### src/rtl/rdg_pkg.sv
package rdg_pkg;
   // bit positions inside the synchronized comparator bundle
   localparam int SYN_VW  = 0;
   localparam int SYN_OHI = 1;
   localparam int SYN_OLO = 2;
   localparam int SYN_MLO = 3;
   localparam int SYN_MHI = 4;
   localparam int SYN_W   = 5;

   function automatic int count_ones(input logic [15:0] v);
      int n;
      n = 0;
      for (int i = 0; i < 16; i++) n += int'(v[i]);
      return n;
   endfunction
endpackage

### src/rtl/rdg_sync.sv
module rdg_sync #(
   parameter int W      = 1,
   parameter int STAGES = 2
) (
   input  logic         clk,
   input  logic         rst_n,
   input  logic [W-1:0] d_i,
   output logic [W-1:0] q_o
);
   logic [W-1:0] stg_q [STAGES];

   always_ff @(posedge clk) begin
      if (!rst_n) begin
         for (int i = 0; i < STAGES; i++) stg_q[i] <= '0;
      end else begin
         stg_q[0] <= d_i;
         for (int i = 1; i < STAGES; i++) stg_q[i] <= stg_q[i-1];
      end
   end

   assign q_o = stg_q[STAGES-1];
endmodule

### src/rtl/rdg_code.sv
module rdg_code #(
   parameter int CODE_W = 4
) (
   input  logic              clk,
   input  logic              rst_n,
   input  logic              adv_i,
   input  logic              clr_i,
   output logic [CODE_W-1:0] code_o
);
   logic [CODE_W-1:0] code_q;

   always_ff @(posedge clk) begin
      if (!rst_n)                         code_q <= '0;
      else if (clr_i)                     code_q <= '0;
      else if (adv_i && !code_q[CODE_W-1]) code_q <= {code_q[CODE_W-2:0], 1'b1};
   end

   assign code_o = code_q;

   // thermometer form is kept at all times
   p_thermo_form_r4: assert property (@(posedge clk) disable iff (!rst_n)
      $onehot0(code_q + 1'b1));

   // any change other than a clear adds exactly one set bit
   p_single_step_r3: assert property (@(posedge clk) disable iff (!rst_n)
      (!$stable(code_q) && code_q != '0) |->
         ($countones(code_q) == $countones($past(code_q)) + 1));

   // a full code never grows, it only holds or clears
   p_saturate_r6: assert property (@(posedge clk) disable iff (!rst_n)
      ((&$past(code_q)) && code_q != '0) |-> (&code_q));
endmodule

### src/rtl/rdg_delay.sv
module rdg_delay #(
   parameter int CNT_W = 5
) (
   input  logic             clk,
   input  logic             rst_n,
   input  logic             flag_i,
   input  logic [CNT_W-1:0] len_i,
   output logic             fire_o
);
   logic [CNT_W-1:0] cnt_q;

   always_ff @(posedge clk) begin
      if (!rst_n)          cnt_q <= '0;
      else if (!flag_i)    cnt_q <= '0;
      else if (cnt_q != '1) cnt_q <= cnt_q + 1'b1;
   end

   assign fire_o = flag_i && (cnt_q >= len_i);

   // the stage only fires after its flag has been held at least one cycle
   p_fire_after_hold_r7: assert property (@(posedge clk) disable iff (!rst_n)
      fire_o |-> $past(flag_i));
endmodule

### src/rtl/rdg_ctrl.sv
module rdg_ctrl
   import rdg_pkg::*;
#(
   parameter int CODE_W      = 4,
   parameter int BASE_CNT    = 8,
   parameter int STEP_CNT    = 4,
   parameter int SYNC_STAGES = 2
) (
   input  logic              clk,
   input  logic              rst_n,
   input  logic              gate_hi_i,
   input  logic              gate_lo_i,
   input  logic              vw_pos_i,
   input  logic              is_above_ohi_i,
   input  logic              is_below_olo_i,
   input  logic              is_below_mlo_i,
   input  logic              is_below_mhi_i,
   output logic              pd_hi_o,
   output logic              pd_lo_o,
   output logic              term_o,
   output logic              drv_hi_o,
   output logic              drv_lo_o,
   output logic [CODE_W-1:0] code_o
);
   localparam int MAX_LEN = BASE_CNT + STEP_CNT * CODE_W;
   localparam int CNT_W   = $clog2(MAX_LEN + 1);

   generate
      if (CODE_W < 2 || CODE_W > 16) begin : g_bad_code_w
         $error("rdg_ctrl: CODE_W must lie in 2..16");
      end
      if (BASE_CNT < 1 || STEP_CNT < 0) begin : g_bad_delay
         $error("rdg_ctrl: BASE_CNT must be >= 1 and STEP_CNT >= 0");
      end
      if (SYNC_STAGES < 2) begin : g_bad_sync
         $error("rdg_ctrl: SYNC_STAGES must be >= 2");
      end
   endgenerate

   // comparator synchronization
   logic [SYN_W-1:0] raw_cmp, syn;
   always_comb begin
      raw_cmp          = '0;
      raw_cmp[SYN_VW]  = vw_pos_i;
      raw_cmp[SYN_OHI] = is_above_ohi_i;
      raw_cmp[SYN_OLO] = is_below_olo_i;
      raw_cmp[SYN_MLO] = is_below_mlo_i;
      raw_cmp[SYN_MHI] = is_below_mhi_i;
   end

   rdg_sync #(.W(SYN_W), .STAGES(SYNC_STAGES)) u_sync (
      .clk(clk), .rst_n(rst_n), .d_i(raw_cmp), .q_o(syn)
   );

   // phase detectors
   logic gh_d, gl_d, pd_hi_q, pd_lo_q;
   logic rise_hi, rise_lo;
   assign rise_hi = gate_hi_i & ~gh_d;
   assign rise_lo = gate_lo_i & ~gl_d;

   always_ff @(posedge clk) begin
      if (!rst_n) begin
         gh_d    <= 1'b0;
         gl_d    <= 1'b0;
         pd_hi_q <= 1'b0;
         pd_lo_q <= 1'b0;
      end else begin
         gh_d    <= gate_hi_i;
         gl_d    <= gate_lo_i;
         pd_hi_q <= gate_hi_i & (rise_hi ? ~syn[SYN_VW] : pd_hi_q);
         pd_lo_q <= gate_lo_i & (rise_lo ?  syn[SYN_VW] : pd_lo_q);
      end
   end

   // shared thermometer code
   logic              adv, clr;
   logic [CODE_W-1:0] code_q;
   assign adv = (rise_hi & (|code_q) & syn[SYN_MLO]) | (rise_lo & syn[SYN_MHI]);
   assign clr = (~pd_hi_q & syn[SYN_OHI]) | (~pd_lo_q & syn[SYN_OLO]);

   rdg_code #(.CODE_W(CODE_W)) u_code (
      .clk(clk), .rst_n(rst_n), .adv_i(adv), .clr_i(clr), .code_o(code_q)
   );

   // delay stages, one per side, sharing the length
   logic [CNT_W-1:0] dly_len;
   assign dly_len = CNT_W'(BASE_CNT + STEP_CNT * count_ones(16'(code_q)));

   logic [1:0] pd_v, fire_v;
   assign pd_v = {pd_lo_q, pd_hi_q};

   for (genvar s = 0; s < 2; s++) begin : g_side
      rdg_delay #(.CNT_W(CNT_W)) u_dly (
         .clk(clk), .rst_n(rst_n), .flag_i(pd_v[s]), .len_i(dly_len), .fire_o(fire_v[s])
      );
   end

   assign term_o   = |fire_v;
   assign drv_hi_o = gate_hi_i & ~term_o;
   assign drv_lo_o = gate_lo_i & ~term_o;
   assign pd_hi_o  = pd_hi_q;
   assign pd_lo_o  = pd_lo_q;
   assign code_o   = code_q;

   // high flag only while the high gate was on at the previous edge
   p_pd_hi_gate_r1: assert property (@(posedge clk) disable iff (!rst_n)
      pd_hi_q |-> $past(gate_hi_i));

   // low flag only while the low gate was on at the previous edge
   p_pd_lo_gate_r2: assert property (@(posedge clk) disable iff (!rst_n)
      pd_lo_q |-> $past(gate_lo_i));

   // a qualifying outer crossing leaves the code at zero one edge later
   p_clear_lands_r5: assert property (@(posedge clk) disable iff (!rst_n)
      clr |=> (code_q == '0));
endmodule

### config.mk
export PLATFORM = sky130hd
export DESIGN_NAME = rdg_ctrl
export DESIGN_NICKNAME = d
export VERILOG_FILES = /design/src/rtl/rdg_pkg.sv /design/src/rtl/rdg_sync.sv /design/src/rtl/rdg_code.sv /design/src/rtl/rdg_delay.sv /design/src/rtl/rdg_ctrl.sv
export SDC_FILE = /design/constraint.sdc
export NUM_CORES = 1
export LEC_CHECK = 0
export ABC_AREA = 0
export BUFFER_PORTS_ARGS = -buffer_cell sky130_fd_sc_hd__buf_2
export CORE_ASPECT_RATIO = 0.75
export CORE_MARGIN = 8
export CORE_UTILIZATION = 55
export CTS_CLUSTER_SIZE = 10
export DETAILED_ROUTE_END_ITERATION = 10
export HOLD_SLACK_MARGIN = 0.08
export PLACE_DENSITY = 0.77
export SLEW_MARGIN = 30
export SYNTH_ARGS = -nofsm -noshare
export SYNTH_HDL_FRONTEND = slang
export SYNTH_SLANG_ARGS = --single-unit
### constraint.sdc
create_clock -name clk -period 3.2 [get_ports clk]
set_input_delay 0.16 -clock clk [delete_from_list [all_inputs] [get_ports clk]]
set_output_delay 0.16 -clock clk [all_outputs]
set_load 0.005 [all_outputs]
==> Word-level counts from Yosys, hierarchy flattened <==
Memory sizes are Yosys's and may differ from the RTL's.
Index checks and enable logic that the tools add are counted.
{ "classes": {"shifts": 0, "mul": 0, "bitwise": 22, "div": 0, "reduce_logical": 9, "n_eq_ne": 2, "add_sub_neg": 6, "muxes": 6, "n_lt_le_gt_ge": 2} }
{ "ops": {"columns": ["cell", "n"], "rows": [
  ["1-bit bitwise AND", 11],
  ["5-bit by 1-bit adder with 5-bit output, second input constant", 2],
  ["5-bit >= comparator", 2],
  ["5-bit two-way mux", 2],
  ["5-bit != test, second input constant", 2],
  ["1-bit inverter", 7],
  ["4-bit by 5-bit adder with 5-bit output, first input constant", 1],
  ["1-bit two-way mux", 4],
  ["1-bit bitwise OR", 4],
  ["2-bit AND reduction", 2],
  ["2-bit OR reduction", 2],
  ["4-bit OR reduction", 1],
  ["2-bit by 1-bit adder with 3-bit output", 1],
  ["3-bit by 1-bit adder with 3-bit output", 1],
  ["1-bit logical AND", 3],
  ["1-bit by 1-bit adder with 2-bit output", 1],
  ["1-bit zero test", 1]
]} }
{ "word_totals": {"latch_bits": 0, "ram_bits": 10, "word_cells": 55, "out_inout_bits": 9, "in_bits": 9, "romBits": 0, "ff_bits": 18, "memories": 1} }
{ "memory_table": {"columns": ["name", "words", "width", "rd", "rd_ports_with_merged_regs", "write_ports", "line_no", "rtl"], "rows": [
  ["u_sync.stg_q", 2, 5, 2, 0, 2, "rdg_sync.sv:10", "logic [W-1:0] stg_q [STAGES];"]
]} }

==> Logic depth before layout (Yosys ltp) <==
{ "depth": {"depth_word": 9, "ltp_mapped": 9, "mapped_depth_nobuf": 9} }

==> Hierarchy <==
A second synthesis with hierarchy kept.
{ "unflattened": {"cells_unflattened": 150, "area_unflattened_um2": 1397.6} }
{ "modules_own_cells": {"columns": ["module", "instances", "area_per_inst_um2", "cells_each"], "rows": [
  ["rdg_delay", 2, 337.8, 38],
  ["rdg_sync", 1, 300.3, 25],
  ["rdg_ctrl", 1, 277.8, 35],
  ["rdg_code", 1, 143.9, 14]
]} }

==> Worst setup path after synthesis <==
OpenSTA, ideal clock, no wires.
{ "synth_timing": {"path_kind": "reg-to-output", "from": "reg u_code.code_q[0], in the netlist u_code.code_o[0]", "to": "out term_o", "path_buffers": 0, "arrival_ps": 2452, "path_stages_with_launch": 10, "t_required_ps": 3040, "path_slack_ps": 588, "path_cell_list": "dfxtp_1 fa_1 ha_1 inv_1 ha_1 ha_1 and3_1 o311ai_0 a21oi_1 or2_1"} }
{ "synth_between": {"elab_chain_len": 7} }
{ "synth_lines": {"columns": ["item", "line_no", "rtl"], "rows": [
  ["start, declared", "rdg_code.sv:10", "logic [CODE_W-1:0] code_q;"],
  ["start signal, assigned", "rdg_code.sv:15", "else if (adv_i && !code_q[CODE_W-1]) code_q <= {code_q[CODE_W-2:0], 1'b1};"],
  ["1-bit by 1-bit adder with 2-bit output *", "rdg_pkg.sv:13", "for (int i = 0; i < 16; i++) n += int'(v[i]);"],
  ["2-bit by 1-bit adder with 3-bit output *", "rdg_pkg.sv:13", null],
  ["3-bit by 1-bit adder with 3-bit output *", "rdg_pkg.sv:13", null],
  ["4-bit by 5-bit adder with 5-bit output *", "rdg_ctrl.sv:87", "assign dly_len = CNT_W'(BASE_CNT + STEP_CNT * count_ones(16'(code_q)));"],
  ["5-bit >= comparator", "rdg_delay.sv:18", "assign fire_o = flag_i && (cnt_q >= len_i);"],
  ["1-bit logical AND", "rdg_delay.sv:18", null],
  ["2-bit OR reduction *", "rdg_ctrl.sv:98", "assign term_o = |fire_v;"],
  ["end, declared", "rdg_ctrl.sv:20", "output logic term_o,"]
]} }
Mark *: on every way between the ends. The rest lies on a longest branch, timed or not.

==> Final worst setup path <==
Same ends and word-level chain as after synthesis.

==> results.ini <==
[synthesis]
synthXorXnorAreaFrac_pct=4.03
synth_compound_area_share_pct=6.63
synth_fp_nets=157
synth-adder-area-share_pct=15.0
yosysWarnings=0
synth-async-reset-ratio_pct=0
synth_seq_cells=28
synth_top_family_by_area=simple AND/OR/NAND/NOR gates
synthFlopType=dfxtp_1
yosysTopAreaCellShare_pct=43.0
synth_edf_count=0
ys_types=29
synthMuxAreaShare_pct=5.38
syn_area_um2=1300
netlist_instances=133
yosysMostFrequentCell=dfxtp_1
synth_common_cells=dfxtp_1 (28), ha_1 (14), and2_1 (13)
syn_area_per_cell_um2=9.79
synth_top_area_cell=dfxtp_1
synth.area.top_cells=dfxtp_1 (43%), ha_1 (13%), and2_1 (6.2%)
synthSimpleGateAreaFrac_pct=22.2
yosysSeqAreaShare_pct=43.0

[clock_tree]
cts_buffers=3
clockRootBuffer=clkbuf_4
htree_levels=1
path_clk_slew_ns=0.16
clock_latency_ns=0.33
cts_buffer_depth=2
cts_tree=built
clkSinkCount=28

[placed_design]
place_ws_ns=0.291
portBuffers=17
gp_congestion=0.795
dp_hpwl_um=1830

[sta]
max_freq_mhz=323
post-route-period-util_pct=96.8
final_max_slew_viol_count=0
slew-limit-headroom_pct=80.3
finalWorstSetupSlack_ns=0.101
setup_tns_ns=0
fin_skew_ns=0.0119
final-hold-violation-count=0
rsz0062_at_grt=no
worstMarginPinSlew_ns=0.296
setup_viol=0
period_minus_slack_ns=3.10

[floorplanning]
io_pins=18
core_um2=2270
initial_core_util_pct=57.4
die_area_um2=4200
dieHeight_um=58.1
dieWidth_um=72.2
fp-row-count=15

[grt]
grt_overflow=0
grt_max_degree=17
grt_pass1_vias=940
grt_usage_pct=12.6
grt_pass1_wl_um=4230
antenna_found_initial=0

[detailed_routing]
drtPass1Iterations=5
num_vias=972
drcViolationCount=0
drt-met1-wl_um=1190
routed-wl-met2_um=1270
met3_length_um=124
routed.top_layer=met4
wl_um=2600
drtIter0Drc=98
antenna_left=0
wire_per_inst_um=13.3
vias_per_cell=4.98

[final_layout]
diodes=0
drive_gt1_share_pct=21.7
syn_to_final_growth_pct=24.0
fin_nets=186

[worst_setup_path]
crit_type=flop to output port
cpLargestDelayFamily=adder cells
crit_chain=fa_1 > ha_2 > inv_2 > ha_4 > ha_1 > nor2b_1 > o311ai_2 > a21oi_1 > or2_1 > buf_2
crit_path_end_kind=output port
slowest_stage=fa_1
regToRegEndpoint=g_side[1].u_dly.cnt_q[3]$_SDFFE_PN0P_
crit_fanout=3
cp.arrival_ns=2.94
rr_worst_depth=6
critPathBufInv=2
startpoint_type=flop
max_stage_delay_ns=0.55
reg2reg_slack_ns=1.35
reg2reg_from=g_side[1].u_dly.cnt_q[0]$_SDFFE_PN0P_
worstPathRequired_ns=3.04

[pwr]
p_sw_share_pct=19.9
p_per_area_nw_per_um2=391
irDropWorstVdd_uv=303
sequentialPowerShare_pct=57.4
p_total_mw=0.631
p_leak_nw=0.684
power_switching_mw=0.126
combPwrFrac_pct=5.8
cell_internal_pwr_mw=0.505
power_frac_clock_pct=36.8

[run_status]
outcome=finished clean

[min_path]
min_path_type=primary input to flop
hold-path-cell-count=2
holdCritStartpoint=rst_n
hold_end=u_sync.stg_q[0][9]$_SDFF_PN0_

[run]
cap_viol_max_count=0

power by group through the flow:
stage | Combinational, mW | Sequential, mW | Clock [mW]
finish | 0.0366 | 0.362 | 0.232
global placement | 0.0274 | 0.370 | 0
detailed placement | 0.0285 | 0.371 | 0
CTS | 0.0361 | 0.362 | 0.238
floorplan | 0.0168 | 0.369 | 0
global route | 0.0407 | 0.364 | 0.253
logic make-up (layout without fill, tap and decap cells):
group | count (synthesis) | in the layout
DFF | 28 | 28
and+or+nand+nor | 52 | 52
buffers and inverters | 13 | 41
AOI/OAI and AO/OA | 12 | 12
adders and majority gates | 15 | 15
xor gates and xnor gates | 6 | 6
muxes | 7 | 7
layer usage:
metal	vias up	global-route usage, %
met1	453	14.4
met4	0	2.61
met5	-	0
met3	2	4.13
met2	16	22.2
li1	501	-
what timing repair did:
| action | in CTS | in global routing |
|---|---|---|
| endpoints found under the hold margin | 7 | 0 |
| buffers inserted | 1 | 0 |
| gates resized for setup | 5 | 9 |
| setup endpoints to repair | 3 | 3 |
| hold buffers | 7 | 0 |
| pin swaps | 5 | 5 |
area by class of cell:
type	count	area (um^2)
multi-input cells	92	746
fillers	170	656
flip-flops and latches	28	567
repair buffers	25	163
inverters	12	45.0
well taps	34	42.5
clock inverters	1	30.0
clock buffers	3	22.5
worst max-delay path by stage:
stage	endpoint	depth (start not counted)	slack (ns)	start
after global routing	term_o	10	0.01	u_code.code_o[0]$_SDFFE_PP0P_
after global placement	term_o	10	0.41	u_code.code_o[0]$_SDFFE_PP0P_
after floorplan	term_o	9	0.59	u_code.code_o[0]$_SDFFE_PP0P_
final	term_o	10	0.10	u_code.code_o[0]$_SDFFE_PP0P_
after detailed placement	drv_lo_o	10	0.29	u_code.code_o[0]$_SDFFE_PP0P_
after CTS	drv_lo_o	10	0.05	u_code.code_o[3]$_SDFFE_PP0P_
cells in the final DEF (no fill, tap or decap), drive strengths merged, types with 2 or more instances in the layout:
master,count
inv,12
o311ai,2
mux2i,7
nor2b,8
xnor2,2
and3,4
o21ai,2
nor2,10
a21oi,2
clkbuf,3
dfxtp,28
or4,2
nand2,8
xor2,4
ha,14
and2,13
buf,18
nor3b,2
nand3b,2
dlygate4sd3,7
sequential cells by signal (all words and copies together) (netlist names):
register,cells
g_side.u_dly.cnt_q,10
u_sync.stg_q,10
u_code.code_o,4
gh_d,1
gl_d,1
pd_hi_o,1
pd_lo_o,1
per-stage QoR:
step                hold WS [ns]  utilization, %  instances  instance area, um^2
floorplan                  0.287               -        133                 1300
global placement           0.365            62.8        183                 1430
detailed placement         0.370            62.8        183                 1430
CTS                        0.177            69.5        195                 1580
global route               0.166            71.1        195                 1620
finish                     0.189            71.1        195                 1620
(Power assumes the default switching activity.)
